## config.mk

```make
export PLATFORM = sky130hd
export DESIGN_NAME = simd_alu
export DESIGN_NICKNAME = d
export VERILOG_FILES = /design/src/rtl/simd_pkg.sv /design/src/rtl/lane_addsub.sv /design/src/rtl/lane_cmp.sv /design/src/rtl/bitwise_fn.sv /design/src/rtl/simd_alu.sv
export SDC_FILE = /design/constraint.sdc
export NUM_CORES = 1
export LEC_CHECK = 0
export ABC_AREA = 1
export BUFFER_PORTS_ARGS = -buffer_cell sky130_fd_sc_hd__buf_2
export CAP_MARGIN = 40
export CORE_MARGIN = 4
export CORE_UTILIZATION = 57
export DETAILED_ROUTE_END_ITERATION = 10
export HOLD_SLACK_MARGIN = 0.08
export PLACE_DENSITY = 0.85
export SYNTH_ARGS = -nofsm -noshare
export SYNTH_HDL_FRONTEND = slang
export SYNTH_SLANG_ARGS = --single-unit
```

## constraint.sdc

```tcl
create_clock -name clk -period 6.1 [get_ports clk]
set_input_delay 0.61 -clock clk [delete_from_list [all_inputs] [get_ports clk]]
set_output_delay 0.61 -clock clk [all_outputs]
set_load 0.005 [all_outputs]
```

## src/rtl/simd_pkg.sv

```systemverilog
package simd_pkg;
  typedef enum logic [2:0] {
    OP_ADD   = 3'd0,
    OP_SUB   = 3'd1,
    OP_CGT   = 3'd2,
    OP_CLE   = 3'd3,
    OP_CNE   = 3'd4,
    OP_CEQ   = 3'd5,
    OP_LOGIC = 3'd6,
    OP_RSVD  = 3'd7
  } simd_op_e;

  typedef enum logic [1:0] {
    CMP_GT = 2'd0,
    CMP_LE = 2'd1,
    CMP_NE = 2'd2,
    CMP_EQ = 2'd3
  } cmp_kind_e;
endpackage

```

## src/rtl/lane_addsub.sv

```systemverilog
module lane_addsub #(
  parameter int DATA_W = 64,
  parameter int SEG_W  = 16
) (
  input  logic [DATA_W-1:0] a,
  input  logic [DATA_W-1:0] b,
  input  logic              sub,
  input  logic              wide,
  output logic [DATA_W-1:0] sum
);
  localparam int NSEG = DATA_W / SEG_W;

  logic [DATA_W-1:0] b_eff;
  logic [NSEG-1:0]   cout;
  logic [NSEG-1:0]   cin;

  assign b_eff = sub ? ~b : b;

  for (genvar k = 0; k < NSEG; k++) begin : g_seg
    logic [SEG_W:0] t;
    if (k % 2 == 1) begin : g_odd
      // upper half of a wide lane takes the carry from its partner segment
      assign cin[k] = wide ? cout[k-1] : sub;
    end else begin : g_even
      assign cin[k] = sub;
    end
    assign t = {1'b0, a[k*SEG_W +: SEG_W]} + {1'b0, b_eff[k*SEG_W +: SEG_W]}
             + {{SEG_W{1'b0}}, cin[k]};
    assign sum[k*SEG_W +: SEG_W] = t[SEG_W-1:0];
    assign cout[k] = t[SEG_W];
  end
endmodule

```

## src/rtl/lane_cmp.sv

```systemverilog
module lane_cmp
  import simd_pkg::*;
#(
  parameter int DATA_W = 64,
  parameter int SEG_W  = 16
) (
  input  logic [DATA_W-1:0]       a,
  input  logic [DATA_W-1:0]       b,
  input  logic                    wide,
  input  cmp_kind_e               kind,
  output logic [DATA_W/SEG_W-1:0] mask
);
  localparam int NSEG = DATA_W / SEG_W;
  localparam int NW   = NSEG / 2;
  localparam int WW   = 2 * SEG_W;

  logic [NSEG-1:0] gt_n, eq_n;
  logic [NW-1:0]   gt_w, eq_w;
  logic [NSEG-1:0] gt_s, eq_s;

  for (genvar k = 0; k < NSEG; k++) begin : g_n
    assign gt_n[k] = $signed(a[k*SEG_W +: SEG_W]) > $signed(b[k*SEG_W +: SEG_W]);
    assign eq_n[k] = a[k*SEG_W +: SEG_W] == b[k*SEG_W +: SEG_W];
  end

  for (genvar j = 0; j < NW; j++) begin : g_w
    assign gt_w[j] = $signed(a[j*WW +: WW]) > $signed(b[j*WW +: WW]);
    assign eq_w[j] = a[j*WW +: WW] == b[j*WW +: WW];
  end

  assign gt_s = wide ? {{(NSEG-NW){1'b0}}, gt_w} : gt_n;
  assign eq_s = wide ? {{(NSEG-NW){1'b0}}, eq_w} : eq_n;

  // inverted results must not light the unused upper lanes in wide mode
  logic [NSEG-1:0] live;
  assign live = wide ? {{(NSEG-NW){1'b0}}, {NW{1'b1}}} : {NSEG{1'b1}};

  always_comb begin
    unique case (kind)
      CMP_GT:  mask = gt_s;
      CMP_LE:  mask = ~gt_s & live;
      CMP_NE:  mask = ~eq_s & live;
      default: mask = eq_s;
    endcase
  end
endmodule

```

## src/rtl/bitwise_fn.sv

```systemverilog
module bitwise_fn #(
  parameter int DATA_W = 64
) (
  input  logic [DATA_W-1:0] a,
  input  logic [DATA_W-1:0] b,
  input  logic [3:0]        code,
  output logic [DATA_W-1:0] y
);
  for (genvar i = 0; i < DATA_W; i++) begin : g_bit
    assign y[i] = code[{a[i], b[i]}];
  end
endmodule

```

## src/rtl/simd_alu.sv

```systemverilog
module simd_alu
  import simd_pkg::*;
#(
  parameter int DATA_W = 64,
  parameter int LANE_W = 16,
  localparam int NLANE = DATA_W / LANE_W
) (
  input  logic              clk,
  input  logic              rst,
  input  logic              in_valid,
  input  logic [DATA_W-1:0] op_a,
  input  logic [DATA_W-1:0] op_b,
  input  logic [2:0]        opcode,
  input  logic              lane32,
  input  logic              narrow,
  input  logic [3:0]        lfunc,
  output logic              out_valid,
  output logic [DATA_W-1:0] result,
  output logic [NLANE-1:0]  cmp_mask
);
  localparam int HALF_W = DATA_W / 2;

  simd_op_e          op;
  cmp_kind_e         kind;
  logic [DATA_W-1:0] sum, logic_y, low_keep;
  logic [NLANE-1:0]  mask_c;
  logic [DATA_W-1:0] nxt_res;
  logic [NLANE-1:0]  nxt_mask;

  assign op       = simd_op_e'(opcode);
  assign low_keep = narrow ? {{HALF_W{1'b0}}, {HALF_W{1'b1}}} : {DATA_W{1'b1}};

  always_comb begin
    unique case (op)
      OP_CLE:  kind = CMP_LE;
      OP_CNE:  kind = CMP_NE;
      OP_CEQ:  kind = CMP_EQ;
      default: kind = CMP_GT;
    endcase
  end

  lane_addsub #(.DATA_W(DATA_W), .SEG_W(LANE_W)) u_add (
    .a(op_a), .b(op_b), .sub(op == OP_SUB), .wide(lane32), .sum(sum)
  );

  lane_cmp #(.DATA_W(DATA_W), .SEG_W(LANE_W)) u_cmp (
    .a(op_a), .b(op_b), .wide(lane32), .kind(kind), .mask(mask_c)
  );

  bitwise_fn #(.DATA_W(DATA_W)) u_log (
    .a(op_a), .b(op_b), .code(lfunc), .y(logic_y)
  );

  always_comb begin
    nxt_res  = '0;
    nxt_mask = '0;
    unique case (op)
      OP_ADD, OP_SUB: nxt_res = sum & low_keep;
      OP_CGT, OP_CLE, OP_CNE, OP_CEQ: begin
        nxt_mask = mask_c;
        nxt_res  = {{(DATA_W-NLANE){1'b0}}, mask_c};
      end
      OP_LOGIC: nxt_res = logic_y & low_keep;
      default: ;
    endcase
  end

  always_ff @(posedge clk) begin
    if (rst) begin
      out_valid <= 1'b0;
      result    <= '0;
      cmp_mask  <= '0;
    end else begin
      out_valid <= in_valid;
      if (in_valid) begin
        result   <= nxt_res;
        cmp_mask <= nxt_mask;
      end
    end
  end
endmodule

```

## Word level (Yosys, flattened, before mapping)

Index checks and enable logic that the tools add are counted.

| word-level totals | value |
|---|---|
| logic and storage cells | 245 |
| output and inout port bits | 69 |
| flip-flop bits (word level) | 69 |
| input port bits | 140 |

| cells by class | value |
|---|---|
| bitwise operators | 7 |
| mux-type cells | 139 |
| eq/ne operators | 14 |
| reductions and logical operators | 4 |
| $add $sub $neg | 8 |
| order comparisons | 70 |

Operator list:

| operator | count |
|---|---|
| less-than comparator 2 x 3 -> 1 bit, second input constant | 64 |
| case mux 64 bit (3 select lines) | 1 |
| bitwise AND 64 bit | 2 |
| binary-select mux 1 bit (select 2 bit) | 64 |
| two-way mux 64 bit | 2 |
| two-way mux 1 bit | 66 |
| == test 16 bit | 4 |
| == test 32 bit | 2 |
| > comparator 16 bit | 4 |
| > comparator 32 bit | 2 |
| NOT 64 bit | 1 |
| adder 16 x 16 -> 17 bit | 2 |
| adder 17 x 1 -> 17 bit | 2 |
| adder 16 x 1 -> 16 bit | 2 |
| adder 16 bit | 2 |
| two-way mux 4 bit | 4 |
| case mux 4 bit (3 select lines) | 1 |
| == test 3 bit, second input constant | 3 |
| bitwise AND 4 bit | 2 |
| NOT 4 bit | 2 |
| == test 3 x 2 -> 1 bit, second input constant | 2 |
| case mux 2 bit (3 select lines) | 1 |
| OR reduction 4 bit | 1 |
| == test 3 x 1 -> 1 bit, second input constant | 1 |
| other kinds (5) | 5 |

## Longest topological paths before layout

Gate-level depths: netlist of run 1.

| depth | value |
|---|---|
| word-level depth | 8 |
| gate-level depth with buffers | 34 |

## Hierarchy

A second synthesis of run 1 with hierarchy kept.

| unflattened totals | value |
|---|---|
| cell total of the unflattened synthesis | 2,215 |
| area, all modules | 12,248.0 um2 |

By module, submodules not included:

| module | seq. area each (um2) | area each (um2) | times used | cells an instance |
|---|---|---|---|---|
| lane_addsub | 0.0 | 3,998.8 | 1 | 706 |
| simd_alu | 1,381.3 | 3,434.5 | 1 | 532 |
| bitwise_fn | 0.0 | 2,617.5 | 1 | 604 |
| lane_cmp | 0.0 | 2,197.1 | 1 | 373 |

## Worst setup path before layout of run 1

No wires, ideal clock.

| path | value |
|---|---|
| path kind | in2reg |
| start point | input port opcode[1] |
| end point | register result[62] |
| arrival time | 4.519 ns |
| cell stages on the path | 32 |
| path slack | 1.510 ns |
| cells stage by stage | nor2_2 nand2_2 buf_6 buf_2 xor2_1 ha_1 a21oi_1 nand2_1 nand2_1 nand2_1 a21oi_1 o21ai_1 nand2_1 nand2_1 nand2_1 a21oi_1 o22ai_1 inv_1 fa_1 fa_1 nand3_1 nand2_1 nand3_1 nand3_1 nand2_1 inv_1 nor2_1 o21bai_1 or2_2 nand3_1 nand2_1 a21oi_1 |

| between the ends | value |
|---|---|
| longest elaborated chain between the ends | 8 |

Ends and longest elaborated chain:

| element | RTL line | text |
|---|---|---|
| start, declared | simd_alu.sv:13 | `input logic [2:0] opcode,` |
| == test 3 x 1 -> 1 bit | simd_alu.sv:43, simd_alu.sv:57 |  |
| two-way mux 64 bit | lane_addsub.sv:17 | `assign b_eff = sub ? ~b : b;` |
| adder 16 x 16 -> 17 bit | lane_addsub.sv:27 | `assign t = {1'b0, a[k*SEG_W +: SEG_W]} + {1'b0, b_eff[k*SEG_W +: SEG_W]}` |
| adder 17 x 1 -> 17 bit | lane_addsub.sv:28 | `+ {{SEG_W{1'b0}}, cin[k]};` |
| two-way mux 1 bit | lane_addsub.sv:23 | `assign cin[k] = wide ? cout[k-1] : sub;` |
| adder 16 x 1 -> 16 bit | lane_addsub.sv:28 |  |
| bitwise AND 64 bit | simd_alu.sv:58 | `OP_ADD, OP_SUB: nxt_res = sum & low_keep;` |
| case mux 64 bit (3 select lines) (*) | simd_alu.sv:57 | `unique case (op)` |
| end signal, assigned | simd_alu.sv:76 | `result <= nxt_res;` |
| end, declared | simd_alu.sv:18 | `output logic [DATA_W-1:0] result,` |

Mark *: on every way between the ends. The rest lies on a longest branch, timed or not.
A chain may end at the register's enable or synchronous reset.

## Final worst setup path of run 1

| path | value |
|---|---|
| start point | input port opcode[1] |
| end point | register result[30] |

The elaborated chain is that of the path after synthesis.

==> results of run 1 <==
==> power by group <==
part | internal [mW] | leakage [nW] | switching (mW)
Combinational | 0.335 | 5.01 | 0.553
Sequential | 0.472 | 0.560 | 0.0107
Clock | 0.323 | 0.139 | 0.220
==> state kept, by name, indices dropped and copies added (netlist names) <==
signal / count
out_valid: 1
result: 64
cmp_mask: 4
==> worst register-to-register path: stages, from the launching register on <==
cell and delay, ns:
dfxtp_1 0.40, nand2_1 0.08, a21oi_1 0.17
==> synthesized netlist by cell type (all sizes together) (7+ instances only) <==
cell    count  share of area, %
nand2     317                12
a21oi     247                12
inv       180               6.7
o21ai     169               8.6
ha        129                16
nor2      104               4.0
nand3      86               4.4
xor2       73               6.4
dfxtp      69                14
o211ai     67               5.0
clkbuf     48               1.8
a31oi      16               1.0
buf        15              0.75
xnor2      12               1.0
nor3       11              0.55
nand4       9              0.56
o21bai      7              0.52
==> metrics by stage <==
step           instance area [µm²]  cells  hold WS, ns  utilization (%)
2_1_floorplan                10000   1608        0.462                -
3_3_place_gp                 11100   1986        0.450             64.7
3_5_place_dp                 11200   1989        0.453             65.1
4_1_cts                      11500   2003        0.463             66.7
5_1_grt                      11500   2004        0.475             66.7
6_report                     11500   2008        0.459             66.8
==> path summary, 6_finish.rpt <==
path | start | endpoint | slack, ns | cells past startpoint
worst max-delay path | opcode[1] | result[30] | 0.96 | 32
worst min-delay path | result[20] | result[20] | 0.46 | 2
worst max register to register | result[62] | result[62] | 5.38 | 2
worst min register to register | result[20] | result[20] | 0.46 | 2
==> metal layers <==
metal | wire, µm | track usage (%)
met3 | 3060 | 4.20
met5 | 18 | 0
met1 | 13900 | 43.2
met2 | 14200 | 50.3
met4 | 920 | 11.2
==> logic make-up after synthesis <==
logic type,synth area share [%]
simple gates,22.2
xor+xnor,7.43
fa+ha+maj,17.3
flops,13.8
buf+inv,9.37
compound gates,29.9
==> area by class of cell <==
class / count / area, µm²
diodes: 5 / 12.5
repair buffers: 219 / 1170
well taps: 225 / 282
flip-flops and latches: 69 / 1380
clock buffers: 12 / 246
inverters: 182 / 683
fillers: 1596 / 5730
clock inverters: 2 / 35.0
multi-input cells: 1294 / 7700
==> results.cfg, run 1 <==
[critical_path]
cp_max_fo = 42
worst-setup-path-type = primary input to register
worstSetupStartpointType = primary input
crit_required_ns = 6.29
max_stage_delay_ns = 0.43
critPathBufInv = 4
critPathSlowestCell = nand2_4
cp_top_family = simple AND/OR/NAND/NOR gates
end_kind = register
critical_path_arrival_ns = 5.34
crit_top_cell = nand2_1

[place]
gp_congestion = 0.938
port_buffers = 208
place_hpwl_um = 23300
dp_slack_ns = 0.678

[run_status]
status = completed

[die]
core-area_um2 = 17200
rows = 48
ios = 209
die_area_um2 = 19800
start_util_pct = 58.1
die_x_um = 141
die_h_um = 141

[sta]
max_slew_margin_pct = 35.5
hold_violations = 0
final.min_clock_period_ns = 5.14
skew_ns = 0
rsz0062_at_grt = false
finalSetupViolations = 0
fin_ws_ns = 0.957
fin_crit_sh_pct = 84.3
setup_tns_ns = 0
tightest_slew_ns = 0.962
maxSlewViolCount = 0
fmax_mhz = 194

[clock_network]
cts_resized = 0
htreeDepth = 3
cts_buffer_depth = 2
path_clk_slew_ns = 0.05
cts_made_buffers = 9
cts_root_buffer = clkbuf_16
cts_sinks = 69
hold_buffers = 0
cts_tree = built
postCtsSetupBuffers = 0
clk_latency_ns = 0.35

[layout]
area_growth_pct = 14.9
final_cell_mix = nand2_1 (315), a21oi_1 (247), buf_2 (208)
final_common_cell = nand2_1
drive_above_1_share_pct = 14.1
nets = 2050

[yosys]
synth_ff_type = dfxtp_1
avgSynthCellArea_um2 = 6.23
syn_nets = 1883
ys_warn_count = 0
synthCells = 1608
ys_seq_area_share_pct = 13.8
ys_types = 46
syn_area_um2 = 10000
async_flop_share_pct = 0
synth-edff-count = 0
ys_seq_elements = 69

[power_and_ir_drop]
p_per_area_nw_per_um2 = 166
finalPower_mw = 1.91
p_leak_nw = 5.71
ir_drop_v = 0.000142

[grt]
antenna_found_initial = 2
grt_pass1_wl_um = 52100
grt-ovfl-total = 0
grt_max_degree = 70
track_usage_pct = 31.4
grt_pass1_vias = 11000

[drt]
routed_wl_um = 32100
routedWlPerCell_um = 16.0
vias = 11800
initialDrtViolationCount = 867
ant_nets = 0
drc = 0
via_per_inst = 5.89
first_pass_iters = 5

[job]
drv_cap = 0

[min_path]
hold_path.class = register to register
No activity file was read; power rests on OpenSTA's default activity.
==> run 2: changes to the inputs <==
--- a/config.mk
+++ b/config.mk
@@ -9,10 +9,10 @@
 export BUFFER_PORTS_ARGS = -buffer_cell sky130_fd_sc_hd__buf_2
 export CAP_MARGIN = 40
 export CORE_MARGIN = 4
-export CORE_UTILIZATION = 57
+export CORE_UTILIZATION = 52
 export DETAILED_ROUTE_END_ITERATION = 10
 export HOLD_SLACK_MARGIN = 0.08
-export PLACE_DENSITY = 0.85
+export PLACE_DENSITY = 0.81
 export SYNTH_ARGS = -nofsm -noshare
 export SYNTH_HDL_FRONTEND = slang
 export SYNTH_SLANG_ARGS = --single-unit
==> constraint.sdc (replaced) <==
create_clock -name clk -period 4.3 [get_ports clk]
set_input_delay 0.43 -clock clk [delete_from_list [all_inputs] [get_ports clk]]
set_output_delay 0.43 -clock clk [all_outputs]
set_load 0.005 [all_outputs]
==> results.cfg, run 2 (synthesis gave the netlist of run 1 again) <==
[critical_path]
r2r_cells = 2
r2r_slack_ns = 3.59
crit_top_cell = nand2_1
max_stage_delay_ns = 0.37
cp_max_fo = 14
worstSetupStartpointType = primary input
crit_required_ns = 4.58
setup.worst_path.end = result[62]
crit_start = opcode[1]
r2r_end = result[62]
critPathSlowestCell = fa_2
rr_startpoint = result[62]
worst-setup-path-type = primary input to register
critical_path_arrival_ns = 4.36
end_kind = register

[drt]
first_pass_iters = 5
routed_wl_um = 33300
initialDrtViolationCount = 786
ant_nets = 0
vias = 12100
top_layer_used = met5
routedWlPerCell_um = 15.9
drc = 0
wl_met2_um = 15000
via_per_inst = 5.75
met1_length_um = 14700
dr_wl_met3_um = 2730

[die]
start_util_pct = 53.2
rows = 50
core-area_um2 = 18800
ios = 209
die_area_um2 = 21500
die_h_um = 147
die_x_um = 147

[place]
gp_congestion = 0.935
placed_cell_area_um2 = 11700
dp_slack_ns = -0.299
place_hpwl_um = 24600
port_buffers = 208

[sta]
rsz0062_at_grt = true
fmax_mhz = 246
maxSlewViolCount = 0
whs_ns = 0.462
fin_ws_ns = 0.227
fin_crit_sh_pct = 94.7
final.min_clock_period_ns = 4.07
skew_ns = 0
max_slew_margin_pct = 42.4
hold_violations = 0
tightest_slew_ns = 0.864
finalSetupViolations = 0

[layout]
drive_above_1_share_pct = 18.1
top_regs = result: 64 flops, cmp_mask: 4 flops, out_valid: 1 flops
largest_reg_flops = 64
final_cell_mix = nand2_1 (312), a21oi_1 (240), buf_2 (208)
final_cell_area_um2 = 12100
nets = 2106
regMostFlops = result
fin_util_pct = 64.0
area_growth_pct = 20.4
final_common_cell = nand2_1

[clock_network]
cts_sinks = 69
clk_latency_ns = 0.34
cts_tree = built
hold_buffers = 0
htreeDepth = 3
path_clk_slew_ns = 0.07
cts_root_buffer = clkbuf_16
cts_buffer_depth = 2
cts_made_buffers = 9

[job]
drv_cap = 0

[grt]
grt_pass1_vias = 10900
track_usage_pct = 29.2
antenna_found_initial = 2
grt_pass1_wl_um = 52500
grt-ovfl-total = 0
grt_max_degree = 70

[power_and_ir_drop]
p_leak_nw = 5.98
p_per_area_nw_per_um2 = 232
ir_drop_v = 0.000182

[min_path]
hold_path.class = register to register

[run_status]
status = completed
run 2: cell types whose count changed in the layout (fill, tap and decap cells not counted), sizes merged:
| cell | delta |
|---|---|
| buf | +56 |
| diode | -3 |
| clkinvlp | +2 |
| bufinv | -1 |
| clkbuf | +1 |
run 2: power breakdown:
group / total (mW) / switching [mW] / internal, mW
logic: 1.37 / 0.819 / 0.547
clock network: 0.750 / 0.327 / 0.423
registers: 0.684 / 0.0145 / 0.670
total: 2.80 / 1.16 / 1.64
run 2: through the flow:
step	std cells	total power [mW]	TNS [ns]
6_report	2098	2.80	0
5_1_grt	2096	3.02	-0.346
4_1_cts	2094	2.77	0
3_5_place_dp	2078	2.01	-0.827
3_3_place_gp	2077	1.98	-0.231
2_1_floorplan	1608	1.57	0
run 2: critical path, delay by kind of cell:
kind | cells | cell delay (ns)
compound gates | 7 | 0.75
xor+xnor | 1 | 0.16
simple gates | 17 | 1.57
fa+ha+maj | 3 | 1.04
buf+inv | 4 | 0.39
run 2: area by class of cell:
cell class / count / area (µm²)
Multi-Input combinational cell: 1294 / 7800
Fill cell: 1793 / 6770
Timing Repair Buffer: 275 / 1580
Sequential cell: 69 / 1380
Inverter: 182 / 683
Tap cell: 260 / 325
Clock buffer: 13 / 260
Clock inverter: 3 / 20.0
Antenna cell: 2 / 5.00
run 2: what timing repair did:
| action | CTS | global route |
|---|---|---|
| resized for setup | 0 | 28 |
| endpoints found under the setup margin | 0 | 14 |
| setup buffers | 0 | 2 |
run 2: worst min path at each step:
stage | from | end | slack (ns) | cells past startpoint
after floorplan | cmp_mask[0] | cmp_mask[0] | 0.46 | 2
after global placement | result[38] | result[38] | 0.45 | 2
after detailed placement | result[32] | result[32] | 0.45 | 2
final | result[27] | result[27] | 0.46 | 2
after CTS | in_valid | result[0] | 0.46 | 3
after global routing | result[32] | result[32] | 0.47 | 2
run 2: metal layers:
layer  GRT usage (%)  vias to the layer above
li1                -                     5951
met5               0                        -
met3            5.40                       78
met1            38.6                     5497
met4            9.83                        4
met2            47.8                      525
==> run 3: changes to the inputs <==
--- a/config.mk
+++ b/config.mk
@@ -6,11 +6,11 @@
 export NUM_CORES = 1
 export LEC_CHECK = 0
 export ABC_AREA = 1
-export BUFFER_PORTS_ARGS = -buffer_cell sky130_fd_sc_hd__buf_2
 export CAP_MARGIN = 40
 export CORE_MARGIN = 4
-export CORE_UTILIZATION = 52
+export CORE_UTILIZATION = 60
 export DETAILED_ROUTE_END_ITERATION = 10
+export DONT_BUFFER_PORTS = 1
 export HOLD_SLACK_MARGIN = 0.08
 export PLACE_DENSITY = 0.81
 export SYNTH_ARGS = -nofsm -noshare
==> results.cfg, run 3 (synthesis gave the netlist of run 1 again) <==
[run_status]
status = completed

[clock_network]
hold_buffers = 0
clk_latency_ns = 0.34
cts_sinks = 69
cts_made_buffers = 9
cts_buffer_depth = 2
cts_root_buffer = clkbuf_16
cts_tree = built
path_clk_slew_ns = 0.06
htreeDepth = 3

[grt]
globalRouteMet2Util_pct = 52.7
grt.met1_usage_pct = 41.9
grt_pass1_vias = 10100
antenna_found_initial = 0
grt-ovfl-total = 0
busiest_layer = met2
grt_pass1_wl_um = 49500
track_usage_pct = 32.6
grtUsageMet3_pct = 8.18
grt_max_degree = 70

[drt]
vias = 11100
ant_nets = 0
initialDrtViolationCount = 913
drc = 0
via_per_inst = 6.10
routed_wl_um = 31900
routedWlPerCell_um = 17.5
first_pass_iters = 7

[critical_path]
crit_top_cell = nand2_1
worstSetupStartpointType = primary input
max_stage_delay_ns = 0.42
crit_required_ns = 4.59
cp_max_fo = 8
end_kind = register
critPathSlowestCell = fa_2
critical_path_arrival_ns = 4.39
worst-setup-path-type = primary input to register

[layout]
largest_reg_flops = 64
area_growth_pct = 8.46
nets = 1880
regMostFlops = result
drive_above_1_share_pct = 6.65
final_cells = 1825
fill_cells = 1493
final_common_cell = nand2_1
final_cell_mix = nand2_1 (310), a21oi_1 (243), inv_1 (176)
num_antenna_cells = 0
final_cell_area_um2 = 10900
fin_util_pct = 67.4
top_regs = result: 64 flops, cmp_mask: 4 flops, out_valid: 1 flops

[sta]
final.min_clock_period_ns = 4.10
whs_ns = 0.151
maxSlewViolCount = 0
skew_ns = 0
finalSetupViolations = 0
tightest_slew_ns = 0.885
fin_ws_ns = 0.203
fin_crit_sh_pct = 95.3
setup_tns_ns = 0
max_slew_margin_pct = 40.7
hold_violations = 0
fmax_mhz = 244

[power_and_ir_drop]
switching_power_mw = 1.02
ir_drop_v = 0.000205
finalPower_mw = 2.64
clkPwrFrac_pct = 30.2
p_per_area_nw_per_um2 = 243
seqPwrFrac_pct = 26.3
power_frac_comb_pct = 43.5
p_leak_nw = 4.99
p_int_mw = 1.62
p_sw_share_pct = 38.7

[place]
placed_cell_area_um2 = 10400
gp_congestion = 0.952
port_buffers = 0
placed_cells = 1800
place_hpwl_um = 23000
dp_slack_ns = -0.127

[die]
start_util_pct = 62.1
core-area_um2 = 16100
die_h_um = 137
rows = 46
die_area_um2 = 18800
die_x_um = 137
ios = 209

[job]
drv_cap = 0

[min_path]
hold_path.class = primary input to register
==> run 3: worst max-delay path, delay by kind of cell <==
family,cells,cell delay (ns)
and+or+nand+nor,16,1.46
adders and majority gates,3,1.15
AOI/OAI and AO/OA,7,0.77
buffers and inverters,4,0.43
xor gates and xnor gates,1,0.14
==> run 3: layer usage <==
layer | part of all wire, % | up-vias | routed length, µm
met1 | 40 | 5000 | 12800
li1 | - | 5495 | -
met4 | 2.4 | 0 | 765
met5 | 0 | - | 0
met2 | 45 | 576 | 14400
met3 | 12 | 55 | 3910
==> run 3: path summary, 6_finish.rpt <==
check | start | slack (ns) | cells past startpoint | endpoint
min | rst | 0.15 | 1 | result[31]
max reg2reg | result[63] | 3.53 | 2 | result[63]
max | opcode[2] | 0.20 | 31 | result[62]
min reg2reg | result[34] | 0.48 | 2 | result[34]
==> run 3: power by group through the flow <==
stage | clock network [mW] | logic (mW) | registers [mW]
4_1_cts | 0.803 | 1.10 | 0.695
5_1_grt | 0.833 | 1.30 | 0.698
3_3_place_gp | 0 | 1.06 | 0.708
6_report | 0.798 | 1.15 | 0.695
2_1_floorplan | 0 | 0.865 | 0.701
3_5_place_dp | 0 | 1.09 | 0.709
==> run 3: layout make-up <==
class | count | area [µm²] | share of cell area, %
Clock buffer | 12 | 256 | 2.36
Clock inverter | 3 | 45.0 | 0.415
Inverter | 182 | 683 | 6.29
Multi-Input combinational cell | 1294 | 7820 | 72.0
Sequential cell | 69 | 1380 | 12.7
Tap cell | 216 | 270 | 2.49
Timing Repair Buffer | 49 | 405 | 3.73
==> run 3: repair_timing <==
item	4_1_cts	5_1_grt
setup buffers	0	10
setup endpoints to repair	0	10
resized for setup	0	30
